--- src/rtl/memkey_pkg.sv ---
package memkey_pkg;
  localparam int StW        = 6;
  localparam int StBusErr   = 0;
  localparam int StInitErr  = 1;
  localparam int StEsc      = 2;
  localparam int StKeyOk    = 3;
  localparam int StSeedOk   = 4;
  localparam int StInitDone = 5;

  localparam int CmdW      = 2;
  localparam int CmdRenew  = 0;
  localparam int CmdInit   = 1;
endpackage

--- src/rtl/memkey_lock.sv ---
module memkey_lock (
  input  logic clk,
  input  logic rst_n,
  input  logic lock_we,
  input  logic lock_wdata,
  output logic lock_q
);
  // clear-only lock, resets open
  always_ff @(posedge clk or negedge rst_n) begin
    if (!rst_n)                      lock_q <= 1'b1;
    else if (lock_we && !lock_wdata) lock_q <= 1'b0;
  end
endmodule

--- src/rtl/memkey_fault.sv ---
module memkey_fault (
  input  logic clk,
  input  logic rst_n,
  input  logic bus_integ_err,
  input  logic init_cnt_err,
  input  logic escalate,
  output logic bus_err_q,
  output logic init_err_q,
  output logic esc_q,
  output logic term,
  output logic fatal_alert
);
  // sticky terminal flags
  always_ff @(posedge clk or negedge rst_n) begin
    if (!rst_n) begin
      bus_err_q  <= 1'b0;
      init_err_q <= 1'b0;
      esc_q      <= 1'b0;
    end else begin
      if (bus_integ_err) bus_err_q  <= 1'b1;
      if (init_cnt_err)  init_err_q <= 1'b1;
      if (escalate)      esc_q      <= 1'b1;
    end
  end

  assign term        = bus_err_q | init_err_q | esc_q;
  assign fatal_alert = bus_err_q | init_err_q;
endmodule

--- src/rtl/memkey_keyreq.sv ---
module memkey_keyreq #(
  parameter int KeyW   = 64,
  parameter int NonceW = 64,
  parameter logic [KeyW-1:0]   DefKey   = '0,
  parameter logic [NonceW-1:0] DefNonce = '0
) (
  input  logic              clk,
  input  logic              rst_n,
  input  logic              renew_go,
  input  logic              term,
  input  logic              key_ack,
  input  logic [KeyW-1:0]   key_in,
  input  logic [NonceW-1:0] nonce_in,
  input  logic              seed_valid_in,
  output logic              key_req,
  output logic              key_ok,
  output logic              seed_ok,
  output logic [KeyW-1:0]   key_o,
  output logic [NonceW-1:0] nonce_o
);
  logic [KeyW-1:0]   key_r;
  logic [NonceW-1:0] nonce_r;
  logic              take;

  assign take = key_req && key_ack && !term;

  always_ff @(posedge clk or negedge rst_n) begin
    if (!rst_n) begin
      key_req <= 1'b0;
      key_ok  <= 1'b0;
      seed_ok <= 1'b0;
      key_r   <= DefKey;
      nonce_r <= DefNonce;
    end else if (term) begin
      key_req <= 1'b0;
      key_r   <= DefKey;
      nonce_r <= DefNonce;
    end else if (take) begin
      // drop request the cycle after ack, load response
      key_req <= 1'b0;
      key_ok  <= 1'b1;
      seed_ok <= seed_valid_in;
      key_r   <= key_in;
      nonce_r <= nonce_in;
    end else if (renew_go && !key_req) begin
      // start only when idle
      key_req <= 1'b1;
      key_ok  <= 1'b0;
    end
  end

  // defaults visible as soon as a terminal flag is set
  assign key_o   = term ? DefKey   : key_r;
  assign nonce_o = term ? DefNonce : nonce_r;
endmodule

--- src/rtl/memkey_initseq.sv ---
module memkey_initseq #(
  parameter bit ClearDoneOnInit = 1'b1
) (
  input  logic clk,
  input  logic rst_n,
  input  logic init_go,
  input  logic key_busy,
  input  logic term,
  input  logic init_done,
  output logic init_start,
  output logic done_q
);
  logic pend_q, busy_q;

  // a queued request waits for the key exchange to finish
  assign init_start = pend_q && !busy_q && !key_busy && !term;

  always_ff @(posedge clk or negedge rst_n) begin
    if (!rst_n) begin
      pend_q <= 1'b0;
      busy_q <= 1'b0;
      done_q <= 1'b0;
    end else begin
      if (term) begin
        pend_q <= 1'b0;
      end else if (init_go) begin
        pend_q <= 1'b1;
      end else if (init_start) begin
        pend_q <= 1'b0;
      end

      if (init_start)                busy_q <= 1'b1;
      else if (busy_q && init_done)  busy_q <= 1'b0;

      // done flag handling
      if (busy_q && init_done)                 done_q <= 1'b1;
      else if (init_go && ClearDoneOnInit)     done_q <= 1'b0;
    end
  end
endmodule

--- src/rtl/memkey_seq.sv ---
module memkey_seq
  import memkey_pkg::*;
#(
  parameter int KeyW   = 64,
  parameter int NonceW = 64,
  parameter logic [KeyW-1:0]   DefKey   = {(KeyW/8){8'h5A}},
  parameter logic [NonceW-1:0] DefNonce = {(NonceW/8){8'hA5}},
  parameter bit ClearDoneOnInit = 1'b1
) (
  input  logic              clk,
  input  logic              rst_n,
  input  logic              ctl_we,
  input  logic [CmdW-1:0]   ctl_wdata,
  input  logic              lock_we,
  input  logic              lock_wdata,
  output logic              lock_q,
  output logic [StW-1:0]    status_q,
  output logic              key_req,
  input  logic              key_ack,
  input  logic [KeyW-1:0]   key_in,
  input  logic [NonceW-1:0] nonce_in,
  input  logic              seed_valid_in,
  output logic [KeyW-1:0]   key_o,
  output logic [NonceW-1:0] nonce_o,
  output logic              init_start,
  input  logic              init_done,
  input  logic              escalate,
  input  logic              bus_integ_err,
  input  logic              init_cnt_err,
  output logic              mem_gate_en,
  output logic              fatal_alert
);
  logic term, bus_err_q, init_err_q, esc_q;
  logic key_ok, seed_ok, done_q;
  logic accept;

  memkey_lock u_lock (
    .clk, .rst_n, .lock_we, .lock_wdata, .lock_q
  );

  memkey_fault u_fault (
    .clk, .rst_n, .bus_integ_err, .init_cnt_err, .escalate,
    .bus_err_q, .init_err_q, .esc_q, .term, .fatal_alert
  );

  // writes accepted only when unlocked and not terminal
  assign accept = ctl_we && lock_q && !term;

  memkey_keyreq #(
    .KeyW(KeyW), .NonceW(NonceW), .DefKey(DefKey), .DefNonce(DefNonce)
  ) u_key (
    .clk, .rst_n,
    .renew_go (accept && ctl_wdata[CmdRenew]),
    .term, .key_ack, .key_in, .nonce_in, .seed_valid_in,
    .key_req, .key_ok, .seed_ok, .key_o, .nonce_o
  );

  memkey_initseq #(.ClearDoneOnInit(ClearDoneOnInit)) u_init (
    .clk, .rst_n,
    .init_go  (accept && ctl_wdata[CmdInit]),
    .key_busy (key_req),
    .term, .init_done, .init_start, .done_q
  );

  // status layout
  always_comb begin
    status_q             = '0;
    status_q[StBusErr]   = bus_err_q;
    status_q[StInitErr]  = init_err_q;
    status_q[StEsc]      = esc_q;
    status_q[StKeyOk]    = key_ok;
    status_q[StSeedOk]   = seed_ok;
    status_q[StInitDone] = done_q;
  end

  // traffic gate
  assign mem_gate_en = !key_req && !term;
endmodule

--- config.mk ---
export PLATFORM = sky130hd
export DESIGN_NAME = memkey_seq
export DESIGN_NICKNAME = d
export VERILOG_FILES = /design/src/rtl/memkey_pkg.sv /design/src/rtl/memkey_lock.sv /design/src/rtl/memkey_fault.sv /design/src/rtl/memkey_keyreq.sv /design/src/rtl/memkey_initseq.sv /design/src/rtl/memkey_seq.sv
export SDC_FILE = /design/constraint.sdc
export NUM_CORES = 1
export LEC_CHECK = 0
export ABC_AREA = 0
export BUFFER_PORTS_ARGS = -buffer_cell sky130_fd_sc_hd__buf_2
export CORE_ASPECT_RATIO = 2
export CORE_MARGIN = 2
export CORE_UTILIZATION = 42
export CTS_CLUSTER_SIZE = 10
export DETAILED_ROUTE_END_ITERATION = 8
export PLACE_DENSITY = 0.76
export RECOVER_POWER = 100
export SYNTH_ARGS = -nofsm -noshare
export SYNTH_HDL_FRONTEND = slang
export SYNTH_SLANG_ARGS = --single-unit
--- constraint.sdc ---
create_clock -name clk -period 1.7 [get_ports clk]
set_input_delay 0.17 -clock clk [delete_from_list [all_inputs] [get_ports clk]]
set_output_delay 0.17 -clock clk [all_outputs]
set_load 0.005 [all_outputs]
==> results.ini, run 1 <==
[timing]
fmax_ghz=0.5244
max_slew.worst_pin.slew_ns=0.8296
slew_headroom=0.4469
rsz0062_at_grt=yes
skew_ns=0.01257
setup_tns_ns=-18.23
setup_viol=130
min_period_ns=1.907
finalHoldViolCount=0
slew_viol_final=0
setup_ws_ns=-0.2070
fin_crit_sh=1.122

[logic_synthesis]
synthCells=468
synth_cell_types=28
yosysTopAreaCellShare=0.3092
synth_top_cell_by_area=dfrtp_1
avgSynthCellArea_um2=12.62
synth_area_leaders=dfrtp_1 31%, dfstp_2 29%, a22o_1 9.5%, o22a_1 9.5%, and2_1 6.8%
seq_area_frac_synth=0.5983
synth-seq-cells=138
syn_area_um2=5908
syn_nets=609
ys_warn_count=0

[placement]
dp_hpwl_um=11470
place_congestion=0.8513
io_buffers=279
placed_area_um2=7548

[setup_path]
critical-path-top-delay-family=buffers and inverters
crit_required_ns=1.53
setup.worst_path.class=flop to output port
arrival_ns=1.74
crit_path_start_kind=flop
max_stage_delay_ns=0.43
crit_path_cell_trace=nor3_4, buf_6, buf_6, buf_16, and2_1, buf_2
critPathMaxFanout=15
cp_common_cell=buf_6
endpoint_kind=output port
critical_path_buf_inv_count=4
slowest_stage=dfrtp_2

[final_layout]
design_area_um2=9774
layout-drive-gt1-share=0.5051
nets=1015
syn_to_final_growth_pct=65.44
diodes=0

[global_routing]
grt_usage=0.2465
grt_pass1_wl_um=28420
grt_overflow=0
grt_max_degree=65
grt_antenna_before_repair=0
grt_pass1_vias=5780

[clock_network]
clk_pin_slew_worst_paths_ns=0.07
cts_tree=yes
root_buffer=clkbuf_16
clk_path_buf_depth=2
h-tree-depth=4
clock_latency_ns=0.41
clock_sinks=138
numCtsBuffers=17

[job]
cap_violations=0

[worst_hold_path]
hp-class=input pin to flop

[routing]
drtPass1Iterations=5
wirelength_um=19860
route.detailed.drc=0
vias=5487
ant_nets=0
wl_per_cell_um=18.46
drt_iter0_drc=258
vias_per_cell=5.099

[power_and_ir_drop]
p_leak_nw=4.445
p_per_area_nw_per_um2=746.8
peakVddDrop_v=0.0006316

[floorplan]
initial_core_util=0.4277
fp.dieH_um=171.7
rows=61
core_area_um2=13810
ios=280
die-area_um2=15090
dieWidth_um=87.87

[run_status]
status=complete, but fails checks
violations=setup timing

-- synth_stat cells --
cell type and n:
a21boi_0 1, a21o_1 2, a21oi_1 1, a21oi_4 1, a22o_1 64, a31oi_1 1, and2_1 64, and3b_1 1
buf_2 9, buf_4 11, buf_6 6, clkbuf_1 20, dfrtp_1 73, dfstp_2 65, inv_1 2, mux2_2 1
nand2_1 4, nand2b_1 64, nand3_1 2, nand4_1 1, nor2_1 1, nor2_2 1, nor3_2 1, nor4_1 1
o21ai_0 2, o22a_1 64, or2_2 4, or3_4 1
-- metal layers --
layer / part of all wire / track usage
met5: 0 / 0
met4: 0.045 / 0.1344
met3: 0.057 / 0.04702
met2: 0.55 / 0.4463
met1: 0.35 / 0.2604
-- worst reg2reg max path, stage by stage, from the launching register on --
cell and delay [ns]:
dfrtp_2 0.43, buf_4 0.16, or3_4 0.37, a21oi_4 0.18, buf_6 0.16, clkbuf_16 0.16
a22o_1 0.14
-- power by group --
group | total (W) | internal, W | switching [W]
Clock | 0.00355 | 0.00212 | 0.00143
Combinational | 0.000455 | 0.000284 | 0.000170
Sequential | 0.00330 | 0.00329 | 0.000000721
-- final timing paths --
kind	startpoint	to	slack (ns)	depth (start not counted)
worst max-delay path	u_fault.bus_err_q	nonce_o[3]	-0.21	6
worst min-delay path	key_in[9]	u_key.key_r[9]	0.02	2
worst max register to register	u_fault.bus_err_q	u_key.nonce_r[20]	0.01	6
worst min register to register	u_key.nonce_r[35]	u_key.nonce_r[35]	0.49	1
max in group asynchronous	rst_n	u_fault.esc_q	0.23	3
min in group asynchronous	rst_n	u_key.nonce_r[61]	0.83	2
-- area by class of cell --
type / instances / area (µm²)
clock buffers: 20 / 457.9
clock inverters: 12 / 110.1
multi-input cells: 282 / 2181
flip-flops and latches: 138 / 3537
well taps: 189 / 236.5
fillers: 922 / 4040
repair buffers: 433 / 3244
inverters: 2 / 7.507
-- flip-flops by register name, indices dropped and copies added (netlist names) --
name / count
u_key.key_r: 64
u_key.nonce_r: 64
u_fault.bus_err_q: 1
u_fault.esc_q: 1
u_fault.init_err_q: 1
u_init.busy_q: 1
u_init.done_q: 1
u_init.pend_q: 1
u_key.key_ok: 1
u_key.key_req: 1
u_key.seed_ok: 1
u_lock.lock_q: 1
-- cell families after synthesis --
group / share of synthesized area
AND/OR/NAND/NOR: 0.1529
flip-flops: 0.5983
AO/OA/AOI/OAI: 0.1999
buffers and inverters: 0.04701
multiplexers: 0.001906
-- through the flow --
| stage | worst slack (ns) | instances | util | hold slack, ns | power (W) |
|---|---|---|---|---|---|
| floorplan | 0.1436 | 468 | - | -0.1256 | 0.003355 |
| global placement | 0.1618 | 912 | 0.5464 | 0.3220 | 0.003602 |
| detailed placement | 0.1155 | 912 | 0.5464 | 0.3361 | 0.003610 |
| CTS | -0.1936 | 1067 | 0.6976 | 0.0003754 | 0.007362 |
| global route | -0.2564 | 1076 | 0.7075 | 0.003904 | 0.007545 |
| finish | -0.2070 | 1076 | 0.7075 | 0.01511 | 0.007300 |
-- timing repair --
item / in CTS / in global routing
gates cloned: 5 / 6
hold buffers: 111 / 0
setup endpoints to repair: 130 / 176
pin swaps: 17 / 2
setup buffers: 8 / 5
gates resized for setup: 52 / 14
hold endpoints to repair: 198 / 0
-- layout by cell type (no fill, tap or decap), drive strengths merged --
cell type / netlist / routed
and3b: 1 / 1
and2: 64 / 64
a31oi: 1 / 1
dfstp: 65 / 65
nand4: 1 / 1
a22o: 64 / 64
o22a: 64 / 64
o21ai: 2 / 2
clkbuf: 20 / 30
clkinv: 0 / 3
nor3: 1 / 1
nand2: 4 / 4
clkinvlp: 0 / 1
nor4: 1 / 1
nor2: 2 / 2
or2: 4 / 4
a21o: 2 / 2
bufinv: 0 / 1
a21oi: 2 / 2
buf: 26 / 311
or3: 1 / 1
mux2: 1 / 1
dlygate4sd3: 0 / 111
bufbuf: 0 / 1
dfrtp: 73 / 73
nand2b: 64 / 64
nand3: 2 / 2
a21boi: 1 / 1
inv: 2 / 9
No activity file was read; power rests on OpenSTA's default activity.
==> run 2: changes to the inputs <==
--- a/config.mk
+++ b/config.mk
@@ -7,13 +7,14 @@
 export LEC_CHECK = 0
 export ABC_AREA = 0
 export BUFFER_PORTS_ARGS = -buffer_cell sky130_fd_sc_hd__buf_2
-export CORE_ASPECT_RATIO = 2
+export CORE_ASPECT_RATIO = 1.4
 export CORE_MARGIN = 2
-export CORE_UTILIZATION = 42
+export CORE_UTILIZATION = 44
 export CTS_CLUSTER_SIZE = 10
 export DETAILED_ROUTE_END_ITERATION = 8
-export PLACE_DENSITY = 0.76
+export PLACE_DENSITY = 0.77
 export RECOVER_POWER = 100
 export SYNTH_ARGS = -nofsm -noshare
 export SYNTH_HDL_FRONTEND = slang
+export SYNTH_HIERARCHICAL = 1
 export SYNTH_SLANG_ARGS = --single-unit
==> run 2 against run 1 <==
Effect of this change:
- the flow still finishes with violations (setup timing)
- synthesized cell count is 59% higher
- clock skew shrank 0.0035 ns
- final area grew 14%
- synthesized area increased by 12%
- cell count increased by 27%
- critical path depth fell by 1
- sequential power hardly changed
- die area increased by 6.3%
- non-clock buffer count increased by 24
- register-to-register slack got worse by 0.23 ns
- wire length increased by 24%
- largest power group unchanged
==> results.ini, run 2 <==
[final_layout]
design_area_um2=11130  ; +14%
layout.area.seq_um2=3535  ; about the same
multi_input_area_um2=2972  ; +36%
nets=1296  ; +28%
final_common_cell=nand2_1
instances_no_fill=1362  ; +27%
layout-drive-gt1-share=0.4521  ; -0.05302
final_cell_mix=256 x nand2_1, 218 x buf_2, 133 x dlygate4sd3_1
top_regs=u_key/key_r (64), u_key/nonce_r (64)
fillCellCount=913  ; -0.98%
syn_to_final_growth_pct=68.22

[power_and_ir_drop]
peakVddDrop_v=0.0008295  ; +31%
p_leak_nw=5.007  ; +13%
p_per_area_nw_per_um2=671.3  ; -10%

[setup_path]
arrival_ns=1.94  ; +0.20 ns
rr_startpoint=u_fault/init_err_q
crit_path_cell_trace=or3_4, buf_4, buf_12, nor4b_4, buf_2
crit_path_start_kind=flop
endpoint_kind=output port
slowest_stage=or3_4
critPathMaxFanout=8  ; -7
critical-path-top-delay-family=simple AND/OR/NAND/NOR gates
crit_required_ns=1.53  ; about the same
r2r-end=u_init/done_q
reg2reg_depth=7  ; +1
max_stage_delay_ns=0.46  ; +0.03 ns
critical_path_buf_inv_count=3  ; -1
ff2ff_setup_slack_ns=-0.22  ; -0.23 ns
setup.worst_path.class=flop to output port

[routing]
wl_per_cell_um=18.04  ; -2.3%
vias_per_cell=5.251  ; +3.0%
vias=7152  ; +30%
route.detailed.drc=0  ; unchanged
ant_nets=0  ; unchanged
wirelength_um=24560  ; +24%
drtPass1Iterations=5  ; unchanged
drt_iter0_drc=441  ; +71%

[logic_synthesis]
synthArstFlopShare=1.000  ; unchanged
synth_area_leaders=dfrtp_1 28%, dfstp_2 26%, nand2_1 15%, nor2b_1 6.1%, or2_2 5.2%
ys.flop_type=dfrtp_1
syn_nets=883  ; +45%
syn_area_um2=6614  ; +12%
ys_warn_count=6  ; +6
seq_area_frac_synth=0.5344  ; -0.06383
avgSynthCellArea_um2=8.914  ; -29%
yosysMostFrequentCell=nand2_1
yosysTopAreaCellShare=0.2762  ; -0.03299
synth_commonest_cells=257 x nand2_1, 73 x dfrtp_1, 65 x dfstp_2
synth_cell_types=28  ; unchanged
synth-seq-cells=138  ; unchanged
synthCells=742  ; +59%
synth_edf_count=0  ; unchanged
synth_top_cell_by_area=dfrtp_1

[timing]
setup_viol=134  ; +3.1%
setup_tns_ns=-43.66  ; -25.43 ns
fin_crit_sh=1.241  ; +0.1192
min_period_ns=2.110  ; +0.2026 ns
fmax_ghz=0.4740  ; -9.6%
rsz0062_at_grt=yes
max_slew.worst_pin.slew_ns=1.012  ; +0.1819 ns
finalHoldViolCount=0  ; unchanged
holdWs_ns=0.01222  ; -0.002886 ns
setup_ws_ns=-0.4096  ; -0.2026 ns
slew_viol_final=0  ; unchanged
slew_headroom=0.3257  ; -0.1212
skew_ns=0.009059  ; -0.003510 ns

[global_routing]
grt_overflow=0  ; unchanged
grt_antenna_before_repair=2  ; +2
grt_pass1_vias=7282  ; +26%
grt_pass1_wl_um=35160  ; +24%
grt_max_degree=59  ; -9.2%
grt_usage=0.2809  ; +0.03446

[clock_network]
root_buffer=clkbuf_16
clk_path_buf_depth=2  ; unchanged
numCtsBuffers=17  ; unchanged
clk_pin_slew_worst_paths_ns=0.06  ; about the same
clock_latency_ns=0.41  ; about the same
h-tree-depth=4  ; unchanged
clock_sinks=138  ; unchanged
cts_tree=yes

[placement]
dp.cells=1175  ; +29%
post-place-ws_ns=-0.005474  ; -0.1210 ns
placed_area_um2=8168  ; +8.2%
place_congestion=0.8479  ; -0.40%
dp_hpwl_um=12330  ; +7.6%
io_buffers=279  ; unchanged

[floorplan]
dieWidth_um=107.6  ; +22%
core_area_um2=14850  ; +7.5%
rows=53  ; -13%
initial_core_util=0.4452  ; +0.01757
die-area_um2=16040  ; +6.3%
ios=280  ; unchanged
fp.dieH_um=149.1  ; -13%

[worst_hold_path]
min_to=u_key/nonce_r[35]
hp-class=input pin to flop
worstHoldPathCells=3  ; +1
hp-start=nonce_in[35]

[job]
cap_violations=0  ; unchanged

[run_status]
violations=setup timing
status=complete, but fails checks

## run 2: changes by cell type after synthesis, moves of 51 or more
cell,previous run,this run
or2_2,4,55
o22a_1,64,0
a22o_1,64,0
nand3_1,2,64
nor2b_1,0,64
nand2b_1,64,1
a21oi_1,1,53
and2_1,64,0
nand2_1,4,257
## run 2: final cells by class
class,instances,share of cell area
antenna,2,0.0004498
clock buffer,19,0.03891
clock inverter,13,0.01383
inverter,5,0.001912
multi-input combinational,536,0.2671
sequential,138,0.3177
tap,192,0.02159
timing repair buffer,457,0.3385
## run 2: worst reg2reg max path, stage by stage (launching register included)
cell       delay (ns)
dfrtp_1          0.38
or3_4            0.46
buf_4            0.17
clkbuf_16        0.16
buf_6            0.12
and4b_1          0.24
inv_1            0.07
a22o_2           0.21
## run 2: power by group
| part | internal (W) | switching (W) |
|---|---|---|
| Sequential | 0.00330 | 0.000000758 |
| Combinational | 0.000321 | 0.000181 |
| Clock | 0.00230 | 0.00137 |
| Total | 0.00591 | 0.00156 |
## run 2: worst max path at each step
| stage | cells past startpoint | end | from |
|---|---|---|---|
| finish | 5 | init_start | u_fault/init_err_q |
| global route | 5 | init_start | u_fault/init_err_q |
| CTS | 5 | nonce_o[19] | u_fault/bus_err_q |
| detailed placement | 5 | nonce_o[19] | u_fault/init_err_q |
| global placement | 5 | nonce_o[6] | u_fault/init_err_q |
| floorplan | 5 | key_o[17] | u_fault/init_err_q |
## run 2: what timing repair did
action                                 4_1_cts  5_1_grt
pin swaps                                    1        4
hold buffers                               131        2
endpoints found under the hold margin      164        2
buffers inserted                             5        8
cloned                                       2        5
resized for setup                          101       72
setup endpoints to repair                  130      206
## run 2: metrics by stage
| stage | util | power [W] |
|---|---|---|
| 6_report | 0.7490 | 0.007469 |
| 5_1_grt | 0.7490 | 0.007727 |
| 2_1_floorplan | - | 0.003357 |
| 3_5_place_dp | 0.5499 | 0.003602 |
| 4_1_cts | 0.7148 | 0.007509 |
| 3_3_place_gp | 0.5499 | 0.003598 |
## run 2: logic make-up (layout without fill, tap and decap cells)
group / Yosys count / count (layout) / synth area share
simple gates: 463 / 463 / 0.3299
flops: 138 / 138 / 0.5344
buf+inv: 68 / 494 / 0.06924
mux: 2 / 2 / 0.003216
other cells: 0 / 2 / 0
compound gates: 71 / 71 / 0.06319
## run 2: per-layer routing
| layer | part of all wire | vias to the layer above | global-route usage |
|---|---|---|---|
| met3 | 0.063 | 126 | 0.07339 |
| met1 | 0.34 | 3481 | 0.2964 |
| li1 | - | 3163 | - |
| met5 | 0 | - | 0 |
| met4 | 0.056 | 0 | 0.1615 |
| met2 | 0.54 | 382 | 0.4991 |
==> run 3: changes to the inputs <==
--- a/config.mk
+++ b/config.mk
@@ -8,7 +8,6 @@
 export ABC_AREA = 0
 export BUFFER_PORTS_ARGS = -buffer_cell sky130_fd_sc_hd__buf_2
 export CORE_ASPECT_RATIO = 1.4
-export CORE_MARGIN = 2
 export CORE_UTILIZATION = 44
 export CTS_CLUSTER_SIZE = 10
 export DETAILED_ROUTE_END_ITERATION = 8
==> run 3 against run 2 <==
Effect of this change:
- the flow still finishes with violations (setup timing)
- power rose by 2.2%
- clock power rose by 5%
- sequential power hardly changed
- register-to-register slack worse by 0.02 ns
- largest cell class is now registers
- die area decreased by 3.2%
==> results.ini, run 3 (synthesis gave the netlist of run 2 again) <==
[setup_path]
setup.worst_path.class=flop to output port
endpoint_kind=output port
crit_path_start_kind=flop
cp-startpoint=u_fault/esc_q
critical_path_buf_inv_count=2  ; -1
r2r-end=u_key/key_ok
arrival_ns=2.01  ; +0.07 ns
critical-path-top-delay-family=simple AND/OR/NAND/NOR gates
cp.depth=4  ; -1
ff2ff_setup_slack_ns=-0.24  ; -0.02 ns
crit_path_cell_trace=or3_4, clkbuf_16, or2_2, buf_2
rr_startpoint=u_fault/esc_q
critPathMaxFanout=20  ; +12
max_stage_delay_ns=0.50  ; +0.04 ns
reg2reg_depth=7  ; unchanged
crit_required_ns=1.53  ; about the same
slowest_stage=or3_4
endpoint=nonce_o[29]

[power_and_ir_drop]
p_seq_frac=0.432  ; -0.009
clkPwrFrac=0.504  ; +0.013
peakVddDrop_v=0.0005612  ; -32%
p_total_w=0.007632  ; +2.2%
p_per_area_nw_per_um2=721.1  ; +7.4%
internal_power_w=0.006075  ; +2.8%
p_switching_w=0.001556  ; about the same
switching_share=0.2039  ; -0.004458
p_leak_nw=4.750  ; -5.1%
combPwrFrac=0.064  ; -0.003

[timing]
skew_ns=0.009363  ; +0.0003042 ns
finalHoldViolCount=0  ; unchanged
setup_viol=135  ; +0.75%
slew_headroom=0.1743  ; -0.1514
min_period_ns=2.179  ; +0.06972 ns
slew_viol_final=0  ; unchanged
fin_crit_sh=1.282  ; +0.04101
setup_ws_ns=-0.4793  ; -0.06972 ns
max_slew.worst_pin.slew_ns=1.239  ; +0.2271 ns
setup_tns_ns=-51.26  ; -7.603 ns
rsz0062_at_grt=yes
holdWs_ns=0.01977  ; +0.007545 ns
fmax_ghz=0.4589  ; -3.2%

[global_routing]
grt_pass1_vias=6814  ; -6.4%
grt_usage=0.2655  ; -0.01546
grt_max_degree=80  ; +36%
grt_antenna_before_repair=0  ; -2
grt_pass1_wl_um=32600  ; -7.3%
grt_overflow=0  ; unchanged

[floorplan]
initial_core_util=0.4538  ; +0.008562
ios=280  ; unchanged
die-area_um2=15530  ; -3.2%
fp.dieH_um=147.1  ; -1.3%
core_area_um2=14570  ; -1.9%
dieWidth_um=105.6  ; -1.9%
rows=52  ; -1.9%

[placement]
place_congestion=0.8321  ; -1.9%
dp.cells=1173  ; -0.17%
io_buffers=279  ; unchanged
dp_hpwl_um=12090  ; -2.0%

[run_status]
status=complete, but fails checks
violations=setup timing

[final_layout]
fin_util=0.7262  ; -0.02277
nets=1279  ; -1.3%
final_cell_mix=256 x nand2_1, 234 x buf_2, 129 x dlygate4sd3_1
final_common_cell=nand2_1
diodes=0  ; -2
layout-drive-gt1-share=0.4278  ; -0.02423
top_regs=u_key/key_r (64), u_key/nonce_r (64)
instances_no_fill=1339  ; -1.7%
syn_to_final_growth_pct=60.03

[clock_network]
clock_sinks=138  ; unchanged
clock_latency_ns=0.41  ; about the same
h-tree-depth=4  ; unchanged
clk_path_buf_depth=2  ; unchanged
clk_pin_slew_worst_paths_ns=0.06  ; about the same
numCtsBuffers=17  ; unchanged
root_buffer=clkbuf_16
cts_tree=yes

[routing]
wl_per_cell_um=16.53  ; -8.4%
ant_nets=0  ; unchanged
wirelength_um=22130  ; -9.9%
vias_per_cell=5.105  ; -2.8%
vias=6835  ; -4.4%
drt_iter0_drc=341  ; -23%
drtPass1Iterations=5  ; unchanged
route.detailed.drc=0  ; unchanged

[job]
cap_violations=0  ; unchanged

[worst_hold_path]
hp-class=input pin to flop

## run 3: timing repair
item	CTS	global route
endpoints found under the hold margin	127	1
hold buffers	128	1
buffers inserted	0	2
pin swaps	0	2
cloned	0	4
gates resized for setup	29	81
endpoints found under the setup margin	130	133
## run 3: power by group through the flow
stage          clock, W  sequential [W]  combinational [W]
6_report        0.00385         0.00330           0.000488
5_1_grt         0.00405         0.00329           0.000527
4_1_cts         0.00393         0.00330           0.000482
3_5_place_dp          0         0.00335           0.000249
3_3_place_gp          0         0.00335           0.000250
2_1_floorplan         0         0.00335         0.00000828
## run 3: layout make-up
| type | instances | area, µm² |
|---|---|---|
| fillers | 949 | 3990 |
| repair buffers | 440 | 3358 |
| clock buffers | 23 | 521.8 |
| inverters | 5 | 18.77 |
| flip-flops and latches | 138 | 3535 |
| clock inverters | 8 | 105.1 |
| multi-input cells | 536 | 2809 |
| well taps | 189 | 236.5 |
## run 3: per-stage QoR
step | setup slack (ns) | area, µm²
after floorplan | 0.03988 | 6619
after global placement | 0.02050 | 8159
after detailed placement | 0.0002923 | 8159
after CTS | -0.4270 | 10180
after global routing | -0.5378 | 10580
final | -0.4793 | 10580
## run 3: routing by layer
metal  GRT usage  up-vias  routed length [µm]
met3     0.05501       87                1376
met1      0.2959     3267                7896
met2      0.4658      357               11750
met5           0        -                   0
li1            -     3124                   -
met4      0.1563        0                1110
## run 3: worst min-delay path by stage
stage                     cells past startpoint    startpoint  slack, ns           endpoint
final                                         3  nonce_in[20]       0.02  u_key/nonce_r[20]
after global routing                          3  nonce_in[60]      0.005  u_key/nonce_r[60]
after CTS                                     3  nonce_in[60]      0.003  u_key/nonce_r[60]
after detailed placement                      1         rst_n       0.14    u_key/key_r[47]
after global placement                        1         rst_n       0.14    u_key/key_r[47]
after floorplan                               0         rst_n      -0.13  u_fault/bus_err_q
## run 3: tightest hold or removal path, cell delays in order
cell	delay [ns]
buf_2	0.09
nand2_1	0.06
a21oi_1	0.06
